[src/rtl/ecc_regs_pkg.sv]
package ecc_regs_pkg;
  localparam int DATA_W = 32;
  localparam int CODE_W = 7;
  localparam int IDX_W  = 4;

  localparam logic [IDX_W-1:0] IX_STATUS  = 4'h0;
  localparam logic [IDX_W-1:0] IX_IRQ_EN  = 4'h1;
  localparam logic [IDX_W-1:0] IX_CE_CNT  = 4'h2;
  localparam logic [IDX_W-1:0] IX_INJ_D   = 4'h3;
  localparam logic [IDX_W-1:0] IX_INJ_C   = 4'h4;
  localparam logic [IDX_W-1:0] IX_CE_ADDR = 4'h5;
  localparam logic [IDX_W-1:0] IX_CE_DATA = 4'h6;
  localparam logic [IDX_W-1:0] IX_CE_CODE = 4'h7;
  localparam logic [IDX_W-1:0] IX_UE_ADDR = 4'h8;
  localparam logic [IDX_W-1:0] IX_UE_DATA = 4'h9;
  localparam logic [IDX_W-1:0] IX_UE_CODE = 4'hA;

  typedef struct packed {
    logic ue;
    logic ce;
  } err_bits_t;

  // Force the byte offset within a 32-bit word to zero.
  function automatic logic [63:0] align_word(input logic [63:0] a);
    return a & ~64'd3;
  endfunction

  // Status next state: sticky set, write-one-to-clear, clear dominant.
  function automatic err_bits_t status_next(input err_bits_t cur, input err_bits_t set,
                                            input err_bits_t clr);
    return (cur | set) & ~clr;
  endfunction
endpackage

[src/rtl/ecc_inject_unit.sv]
module ecc_inject_unit
  import ecc_regs_pkg::*;
(
  input  logic              clk,
  input  logic              rst_n,
  input  logic              ld_data,
  input  logic              ld_code,
  input  logic [DATA_W-1:0] wdata,
  input  logic              mem_wr,
  input  logic [DATA_W-1:0] data_in,
  input  logic [CODE_W-1:0] code_in,
  output logic [DATA_W-1:0] data_out,
  output logic [CODE_W-1:0] code_out,
  output logic [DATA_W-1:0] mask_d,
  output logic [CODE_W-1:0] mask_c
);
  logic consume;
  assign consume = mem_wr;

  always_ff @(posedge clk) begin
    if (!rst_n) begin
      mask_d <= '0;
      mask_c <= '0;
    end else begin
      if (ld_data)      mask_d <= wdata;
      else if (consume) mask_d <= '0;
      if (ld_code)      mask_c <= wdata[CODE_W-1:0];
      else if (consume) mask_c <= '0;
    end
  end

  assign data_out = data_in ^ mask_d;
  assign code_out = code_in ^ mask_c;

  assert_mask_d_consumed_R3: assert property (@(posedge clk) disable iff (!rst_n)
    (consume && !ld_data) |=> (mask_d == '0));
  assert_mask_c_consumed_R3: assert property (@(posedge clk) disable iff (!rst_n)
    (consume && !ld_code) |=> (mask_c == '0));
  assert_mask_idle_hold_R9: assert property (@(posedge clk) disable iff (!rst_n)
    (!consume && !ld_data) |=> $stable(mask_d));
endmodule

[src/rtl/ecc_err_capture.sv]
module ecc_err_capture
  import ecc_regs_pkg::*;
#(
  parameter int ADDR_W = 16
) (
  input  logic              clk,
  input  logic              rst_n,
  input  logic              evt,
  input  logic [ADDR_W-1:0] addr,
  input  logic [DATA_W-1:0] data,
  input  logic [CODE_W-1:0] code,
  output logic [ADDR_W-1:0] cap_addr,
  output logic [DATA_W-1:0] cap_data,
  output logic [CODE_W-1:0] cap_code
);
  logic [63:0]       addr_wide;
  logic [ADDR_W-1:0] addr_aligned;
  assign addr_wide    = align_word(64'(addr));
  assign addr_aligned = addr_wide[ADDR_W-1:0];

  always_ff @(posedge clk) begin
    if (!rst_n) begin
      cap_addr <= '0;
      cap_data <= '0;
      cap_code <= '0;
    end else if (evt) begin
      cap_addr <= addr_aligned;
      cap_data <= data;
      cap_code <= code;
    end
  end

  // Applies to both log classes (R10 for correctable, R11 for uncorrectable).
  assert_cap_aligned_R10: assert property (@(posedge clk) disable iff (!rst_n)
    cap_addr[1:0] == 2'b00);
  assert_cap_follows_R10: assert property (@(posedge clk) disable iff (!rst_n)
    evt |=> (cap_data == $past(data)) && (cap_code == $past(code)) &&
            (cap_addr[ADDR_W-1:2] == $past(addr[ADDR_W-1:2])));
  assert_cap_holds_R11: assert property (@(posedge clk) disable iff (!rst_n)
    !evt |=> $stable(cap_addr) && $stable(cap_data) && $stable(cap_code));
endmodule

[src/rtl/ecc_status_ctrl.sv]
module ecc_status_ctrl
  import ecc_regs_pkg::*;
#(
  parameter int CNT_W = 12
) (
  input  logic             clk,
  input  logic             rst_n,
  input  logic             ce_evt,
  input  logic             ue_evt,
  input  logic             st_clr_we,
  input  logic [1:0]       st_clr_mask,
  input  logic             en_we,
  input  logic [1:0]       en_wdata,
  input  logic             cnt_we,
  input  logic [CNT_W-1:0] cnt_wdata,
  output logic [1:0]       status,
  output logic [1:0]       irq_en,
  output logic [CNT_W-1:0] cnt,
  output logic             irq
);
  localparam logic [CNT_W-1:0] CNT_MAX = '1;

  err_bits_t set_bits, clr_bits, st_q, st_d;
  logic      cnt_at_max, cnt_step;

  assign set_bits   = '{ue: ue_evt, ce: ce_evt};
  assign clr_bits   = st_clr_we ? err_bits_t'(st_clr_mask) : '0;
  assign st_d       = status_next(st_q, set_bits, clr_bits);
  assign cnt_at_max = (cnt == CNT_MAX);
  assign cnt_step   = ce_evt && !cnt_at_max;

  always_ff @(posedge clk) begin
    if (!rst_n) begin
      st_q   <= '0;
      irq_en <= '0;
      cnt    <= '0;
    end else begin
      st_q <= st_d;
      if (en_we) irq_en <= en_wdata;
      if (cnt_we)        cnt <= cnt_wdata;
      else if (cnt_step) cnt <= cnt + 1'b1;
    end
  end

  assign status = st_q;
  assign irq    = |(status & irq_en);

  assert_ce_sets_R4: assert property (@(posedge clk) disable iff (!rst_n)
    (ce_evt && !(st_clr_we && st_clr_mask[0])) |=> status[0]);
  assert_ue_sets_R4: assert property (@(posedge clk) disable iff (!rst_n)
    (ue_evt && !(st_clr_we && st_clr_mask[1])) |=> status[1]);
  assert_clear_wins_R5: assert property (@(posedge clk) disable iff (!rst_n)
    (st_clr_we && st_clr_mask[0]) |=> !status[0]);
  assert_sticky_R5: assert property (@(posedge clk) disable iff (!rst_n)
    (status[1] && !(st_clr_we && st_clr_mask[1])) |=> status[1]);
  assert_irq_masked_R6: assert property (@(posedge clk) disable iff (!rst_n)
    (irq_en == 2'b00) |-> !irq);
  assert_cnt_step_R7: assert property (@(posedge clk) disable iff (!rst_n)
    (!cnt_we && ce_evt && !cnt_at_max) |=> (cnt == $past(cnt) + 1'b1));
  assert_cnt_idle_R7: assert property (@(posedge clk) disable iff (!rst_n)
    (!cnt_we && !ce_evt) |=> $stable(cnt));
  assert_no_overflow_R8: assert property (@(posedge clk) disable iff (!rst_n)
    (!cnt_we && cnt_at_max) |=> (cnt == CNT_MAX));
endmodule

[src/rtl/ecc_reg_bank.sv]
module ecc_reg_bank
  import ecc_regs_pkg::*;
#(
  parameter int ADDR_W = 16,
  parameter int CNT_W  = 12
) (
  input  logic              clk,
  input  logic              rst_n,
  input  logic              reg_we,
  input  logic [3:0]        reg_addr,
  input  logic [31:0]       reg_wdata,
  output logic [31:0]       reg_rdata,
  input  logic              ce_evt,
  input  logic              ue_evt,
  input  logic [ADDR_W-1:0] err_addr,
  input  logic [31:0]       err_data,
  input  logic [6:0]        err_code,
  input  logic              mem_wr,
  input  logic [31:0]       mem_wdata_in,
  input  logic [6:0]        mem_wcode_in,
  output logic [31:0]       mem_wdata_out,
  output logic [6:0]        mem_wcode_out,
  output logic              irq
);
  localparam int N_IDX = 1 << IDX_W;

  logic [N_IDX-1:0] wr_hit;
  genvar gi;
  generate
    for (gi = 0; gi < N_IDX; gi++) begin : g_dec
      assign wr_hit[gi] = reg_we && (reg_addr == IDX_W'(gi));
    end
  endgenerate

  logic [1:0]        status, irq_en;
  logic [CNT_W-1:0]  cnt;
  logic [DATA_W-1:0] mask_d;
  logic [CODE_W-1:0] mask_c;
  logic [ADDR_W-1:0] ce_addr, ue_addr;
  logic [DATA_W-1:0] ce_data, ue_data;
  logic [CODE_W-1:0] ce_code, ue_code;

  ecc_status_ctrl #(.CNT_W(CNT_W)) u_status (
    .clk(clk), .rst_n(rst_n), .ce_evt(ce_evt), .ue_evt(ue_evt),
    .st_clr_we(wr_hit[IX_STATUS]), .st_clr_mask(reg_wdata[1:0]),
    .en_we(wr_hit[IX_IRQ_EN]), .en_wdata(reg_wdata[1:0]),
    .cnt_we(wr_hit[IX_CE_CNT]), .cnt_wdata(reg_wdata[CNT_W-1:0]),
    .status(status), .irq_en(irq_en), .cnt(cnt), .irq(irq)
  );

  ecc_inject_unit u_inject (
    .clk(clk), .rst_n(rst_n),
    .ld_data(wr_hit[IX_INJ_D]), .ld_code(wr_hit[IX_INJ_C]), .wdata(reg_wdata),
    .mem_wr(mem_wr), .data_in(mem_wdata_in), .code_in(mem_wcode_in),
    .data_out(mem_wdata_out), .code_out(mem_wcode_out),
    .mask_d(mask_d), .mask_c(mask_c)
  );

  ecc_err_capture #(.ADDR_W(ADDR_W)) u_ce_log (
    .clk(clk), .rst_n(rst_n), .evt(ce_evt), .addr(err_addr), .data(err_data),
    .code(err_code), .cap_addr(ce_addr), .cap_data(ce_data), .cap_code(ce_code)
  );

  ecc_err_capture #(.ADDR_W(ADDR_W)) u_ue_log (
    .clk(clk), .rst_n(rst_n), .evt(ue_evt), .addr(err_addr), .data(err_data),
    .code(err_code), .cap_addr(ue_addr), .cap_data(ue_data), .cap_code(ue_code)
  );

  always_comb begin
    unique case (reg_addr)
      IX_STATUS:  reg_rdata = 32'(status);
      IX_IRQ_EN:  reg_rdata = 32'(irq_en);
      IX_CE_CNT:  reg_rdata = 32'(cnt);
      IX_INJ_D:   reg_rdata = mask_d;
      IX_INJ_C:   reg_rdata = 32'(mask_c);
      IX_CE_ADDR: reg_rdata = 32'(ce_addr);
      IX_CE_DATA: reg_rdata = ce_data;
      IX_CE_CODE: reg_rdata = 32'(ce_code);
      IX_UE_ADDR: reg_rdata = 32'(ue_addr);
      IX_UE_DATA: reg_rdata = ue_data;
      IX_UE_CODE: reg_rdata = 32'(ue_code);
      default:    reg_rdata = '0;
    endcase
  end

  assert_irq_needs_status_R6: assert property (@(posedge clk) disable iff (!rst_n)
    irq |-> (status != 2'b00));
  assert_log_write_ignored_R10: assert property (@(posedge clk) disable iff (!rst_n)
    (wr_hit[IX_CE_DATA] && !ce_evt) |=> $stable(ce_data));
endmodule

[config.mk]
export PLATFORM = sky130hd
export DESIGN_NAME = ecc_reg_bank
export DESIGN_NICKNAME = d
export VERILOG_FILES = /design/src/rtl/ecc_regs_pkg.sv /design/src/rtl/ecc_inject_unit.sv /design/src/rtl/ecc_err_capture.sv /design/src/rtl/ecc_status_ctrl.sv /design/src/rtl/ecc_reg_bank.sv
export SDC_FILE = /design/constraint.sdc
export NUM_CORES = 1
export LEC_CHECK = 0
export BUFFER_PORTS_ARGS = -buffer_cell sky130_fd_sc_hd__buf_2
export CAP_MARGIN = 20
export CORE_MARGIN = 10
export CORE_UTILIZATION = 55
export CTS_CLUSTER_DIAMETER = 60
export DETAILED_ROUTE_END_ITERATION = 8
export PLACE_DENSITY = 0.79
export SLEW_MARGIN = 20
export SYNTH_ARGS = -nofsm -noshare
export SYNTH_HDL_FRONTEND = slang
export SYNTH_HIERARCHICAL = 1
export SYNTH_SLANG_ARGS = --single-unit
[constraint.sdc]
create_clock -name clk -period 3.7 [get_ports clk]
set_input_delay 0.37 -clock clk [delete_from_list [all_inputs] [get_ports clk]]
set_output_delay 0.37 -clock clk [all_outputs]
set_load 0.005 [all_outputs]
-- After elaboration in Yosys (flattened, before gate mapping)
Cells that the tools add are included.
- reductions and logical operators: 12
- mux-type cells: 8
- $add $sub $neg: 1
- equality and inequality tests: 11
- bitwise gates (word level): 6
- operator list (cell ; number):
    32-bit case mux with 11 select lines ; 1
    32-bit two-way mux ; 2
    32-bit XOR ; 1
    12-bit two-way mux ; 2
    4-bit by 3-bit == test with 1-bit output (second input constant) ; 4
    7-bit two-way mux ; 2
    12-bit by 1-bit adder with 12-bit output (second input constant) ; 1
    12-bit == test (second input constant) ; 1
    4-bit == test (second input constant) ; 3
    4-bit by 2-bit == test with 1-bit output (second input constant) ; 2
    7-bit XOR ; 1
    1-bit logical AND ; 6
    2-bit nonzero test ; 3
    2-bit bitwise AND ; 2
    4-bit by 1-bit == test with 1-bit output (second input constant) ; 1
    4-bit logical NOT ; 1
    2-bit two-way mux ; 1
    2-bit inverter ; 1
    2-bit bitwise OR ; 1
    2-bit OR reduction ; 1
    1-bit logical NOT ; 1
- input bits: 136
- flip-flop bits (word level): 161
- output and inout port bits: 72

-- Longest topological paths before layout
- depth after elaboration: 5
- depth in mapped cells: 10

-- By module
Netlist, hierarchy kept.
- modules (own cells, without submodules) (module ; times used ; sequential area each (um^2) ; area an instance (um^2) ; cells an instance):
    ecc_err_capture ; 2 ; 1061.0 ; 2047.0 ; 173
    ecc_inject_unit ; 1 ; 780.7 ; 1851.8 ; 212
    ecc_reg_bank ; 1 ; 0.0 ; 1360.1 ; 211
    ecc_status_ctrl ; 1 ; 320.3 ; 870.8 ; 100

-- Least setup slack after synthesis
No wires, ideal clock.
- kind: input -> output
- from: in reg_addr[1]
- to: out reg_rdata[1]
- cell stages on the path: 6
- data required time: 3330 ps
- arrival: 1465 ps
- path slack: 1865 ps
- cell sequence: buf_2 > nor2b_1 > buf_2 > a221oi_1 > nor3_1 > or3_1
- cells in the longest elaborated chain, start to end: 2
- ends and longest elaborated chain (item ; RTL line ; source):
    start: declaration ; ecc_reg_bank.sv:10 ; input logic [3:0] reg_addr,
    4-bit == test, or another cell as far along ; ecc_reg_bank.sv:70 ; unique case (reg_addr)
    32-bit case mux with 11 select lines (*) ; ecc_reg_bank.sv:70 ;
    end: declaration ; ecc_reg_bank.sv:12 ; output logic [31:0] reg_rdata,
Mark *: on every way between the ends. The rest lies on a longest branch, timed or not.

-- Final worst setup path
- from: in reg_addr[2]
- to: out reg_rdata[7]
The elaborated chain is that of the path after synthesis.

==> results.sh <==
export IMPL_rrSetupSlack_ns=1.71
export IMPL_cts_buffer_depth=2
export IMPL_grt_use_total=0.239
export IMPL_fin_crit_ns=2.79
export IMPL_setup_viol=0
export IMPL_num_nets_final=1177
export IMPL_hold_violations=0
export IMPL_syn_instance_count=869
export IMPL_wl_um=24800
export IMPL_worst_slew_pin_slew_ns=1.02
export IMPL_num_vias=7181
export IMPL_synth_seq_area_share=0.394
export IMPL_reg2reg_from="u_status/cnt[0]$_SDFFE_PN0P_"
export IMPL_multi_input_area_um2=4470
export IMPL_path_delay_family="buffers and inverters"
export IMPL_synth_ff_type="dfxtp_1"
export IMPL_cts_max_level=4
export IMPL_hold_depth=3
export IMPL_cts_sinks=161
export IMPL_grt_pass1_wl_um=38800
export IMPL_viasPerCell=5.80
export IMPL_drc_errors=0
export IMPL_ant_nets=0
export IMPL_syn2layout_area_growth_pct=18.7
export IMPL_drt_wirelength_per_cell_um=20.0
export IMPL_rows=44
export IMPL_min_path_type="in2reg"
export IMPL_yosysWarnings=6
export IMPL_grt_pass1_vias=7193
export IMPL_io_pins=208
export IMPL_clock_latency_ns=0.43
export IMPL_vdd_drop_max_v=0.000318
export IMPL_synth_cell_type_count=67
export IMPL_core_um2=14500
export IMPL_tritoncts="yes"
export IMPL_hp_start="reg_wdata[25]"
export IMPL_required_ns=3.33
export IMPL_final_area_um2=9710
export IMPL_status="finished, final reports clean"
export IMPL_synth_area_per_cell_um2=9.41
export IMPL_antenna_found_initial=4
export IMPL_syn_cell_area_um2=8180
export IMPL_regArea_um2=3220
export IMPL_holdPathEnd="u_inject/mask_d[25]$_SDFFE_PN0P_"
export IMPL_maxCapViolations=0
export IMPL_relSlewSlack=0.322
export IMPL_synth_area_leaders="dfxtp_1 (39%), mux2i_1 (14%), nor2b_1 (9.0%), xor2_1 (4.3%), nand2b_1 (3.4%)"
export IMPL_numCtsBuffers=17
export IMPL_die_w_um=142
export IMPL_crit_top_cell="buf_2"
export IMPL_crit_chain="buf_2, nand2b_1, nor3_2, buf_4, a221oi_1, o21ai_0, buf_2"
export IMPL_grt_max_degree=85
export IMPL_ctsResizeCount=0
export IMPL_die_area_um2=20100
export IMPL_cts_setup_buffers=0
export IMPL_critPathLaunchType="input port"
export IMPL_power_density_nw_per_um2=426
export IMPL_fillerInstances=1215
export IMPL_critPathBufInv=3
export IMPL_path_class="in2out"
export IMPL_worstSetupEndpointType="output pin"
export IMPL_clk_pin_slew_ns=0.06
export IMPL_post_dp_cell_area_um2=9110
export IMPL_r2r_end="u_status/cnt[1]$_SDFFE_PN0P_"
export IMPL_fin_crit_sh=0.754
export IMPL_ys_seq_elements=161
export IMPL_cts_root_buf="clkbuf_16"
export IMPL_drv_slew=0
export IMPL_hpwl_um=17900
export IMPL_fmax_ghz=0.358
export IMPL_start_util=0.563
export IMPL_fp_dieH_um=142
export IMPL_cts_hold_buf=0
export IMPL_drive_gt1_frac=0.253
export IMPL_cp_max_fo=33
export IMPL_rsz0062_at_grt="no"
export IMPL_firstDrtPassIters=7
export IMPL_synth_edff_count=0
export IMPL_dr_first_iter_drc_count=597
export IMPL_cp_arrival_ns=2.42
export IMPL_gp_congestion=0.885
export IMPL_synth_top_cell_by_area="dfxtp_1"
export IMPL_crit_path_top_delay_cell="buf_2"
export IMPL_fin_skew_ns=0.00454
export IMPL_max_stage_delay_ns=0.53
export IMPL_power_leakage_nw=4.31
export IMPL_async_flop_share=0
export IMPL_finalSetupTns_ns=0
export IMPL_overflow=0
export IMPL_io_buffers=205
export IMPL_synth_top_cell_area_share=0.394
export IMPL_reg2reg_depth=5
==> metal layers <==
layer | wire length, µm | global-route usage | vias to the layer above
met5 | 8 | 0 | -
met4 | 468 | 0.0877 | 2
met3 | 1930 | 0.0738 | 45
met2 | 12000 | 0.386 | 295
met1 | 10300 | 0.293 | 3414
li1 | - | - | 3425
==> flip-flops by register name (all words and copies together), names as in the netlist <==
signal	flops
u_ce_log/cap_code	7
u_ue_log/cap_code	7
u_ce_log/cap_data	32
u_inject/mask_d	32
u_status/status	2
u_ce_log/cap_addr	14
u_ue_log/cap_data	32
u_status/irq_en	2
u_inject/mask_c	7
u_status/cnt	12
u_ue_log/cap_addr	14
==> where the power goes <==
| group | leakage, nW | internal [mW] | switching (mW) | total (mW) |
|---|---|---|---|---|
| Sequential | 1.32 | 1.81 | 0.0523 | 1.86 |
| Combinational | 2.70 | 0.223 | 0.257 | 0.480 |
| Clock | 0.283 | 1.06 | 0.725 | 1.79 |
| Total | 4.31 | 3.10 | 1.03 | 4.13 |
==> synthesized netlist by cell type (7+ instances only) <==
cell,number
a21oi_1,12
a22o_1,9
a22oi_1,25
a32oi_1,14
buf_2,22
buf_4,7
buf_8,10
clkbuf_1,24
dfxtp_1,161
mux2i_1,117
nand2_1,44
nand2b_1,45
nand3_1,49
nor2_1,10
nor2b_1,118
nor3_1,9
o21ai_0,46
o21ai_1,11
xor2_1,40
==> layout by cell type, fill, tap and decap left out, types with 3 or more instances in the layout <==
| master | instances |
|---|---|
| buf_2 | 202 |
| dfxtp_1 | 161 |
| nor2b_1 | 118 |
| mux2i_1 | 117 |
| nand3_1 | 49 |
| o21ai_0 | 46 |
| nand2b_1 | 45 |
| nand2_1 | 44 |
| xor2_1 | 40 |
| a22oi_1 | 25 |
| clkbuf_16 | 17 |
| buf_4 | 17 |
| a32oi_1 | 14 |
| a21oi_1 | 12 |
| o21ai_1 | 11 |
| nor2_1 | 10 |
| a22o_1 | 9 |
| nor3_1 | 9 |
| inv_1 | 6 |
| and3_1 | 6 |
| a31oi_1 | 5 |
| o221ai_1 | 4 |
| a221o_1 | 4 |
| a221oi_1 | 4 |
| and2_1 | 4 |
| conb_1 | 4 |
| mux2_2 | 3 |
| or3_1 | 3 |
| clkinv_2 | 3 |
| clkinv_4 | 3 |
| bufinv_16 | 3 |
| clkinvlp_4 | 3 |
| o31ai_1 | 3 |
==> metrics by stage <==
stage	utilization	setup WS (ns)	hold WS [ns]	total power [mW]	std cells
global route	0.668	0.877	0.163	4.26	1239
floorplan	-	1.86	0.464	2.19	871
global placement	0.627	1.05	0.486	2.36	1205
detailed placement	0.627	0.993	0.493	2.37	1205
finish	0.668	0.910	0.169	4.13	1239
CTS	0.668	0.975	0.158	4.13	1237
==> worst max path at each step <==
stage | startpoint | to | depth (start not counted)
after floorplan | reg_addr[1] | reg_rdata[1] | 6
after global placement | reg_addr[2] | reg_rdata[7] | 7
after detailed placement | reg_addr[2] | reg_rdata[7] | 7
after CTS | reg_addr[2] | reg_rdata[7] | 7
after global routing | reg_addr[2] | reg_rdata[4] | 7
final | reg_addr[2] | reg_rdata[7] | 7
==> cells by family after synthesis <==
group	count (synthesis)	share of synthesized area
compound gates	162	0.137
xor+xnor	40	0.0428
fa+ha+maj	1	0.00153
buf+inv	76	0.0598
flops	161	0.394
mux	122	0.152
other cells	2	0.000918
simple gates	305	0.211
==> layout make-up <==
cell class / instances / area share
clock inverters: 13 / 0.0168
well taps: 184 / 0.0237
clock buffers: 19 / 0.0446
diodes: 2 / 0.000516
multi-input cells: 634 / 0.461
repair buffers: 220 / 0.119
inverters: 6 / 0.00232
flip-flops and latches: 161 / 0.332
==> worst min-delay path, stage by stage <==
cell and delay (ns):
buf_2 0.07, nand3_1 0.06, o21ai_0 0.06
No activity file was read; power rests on OpenSTA's default activity.
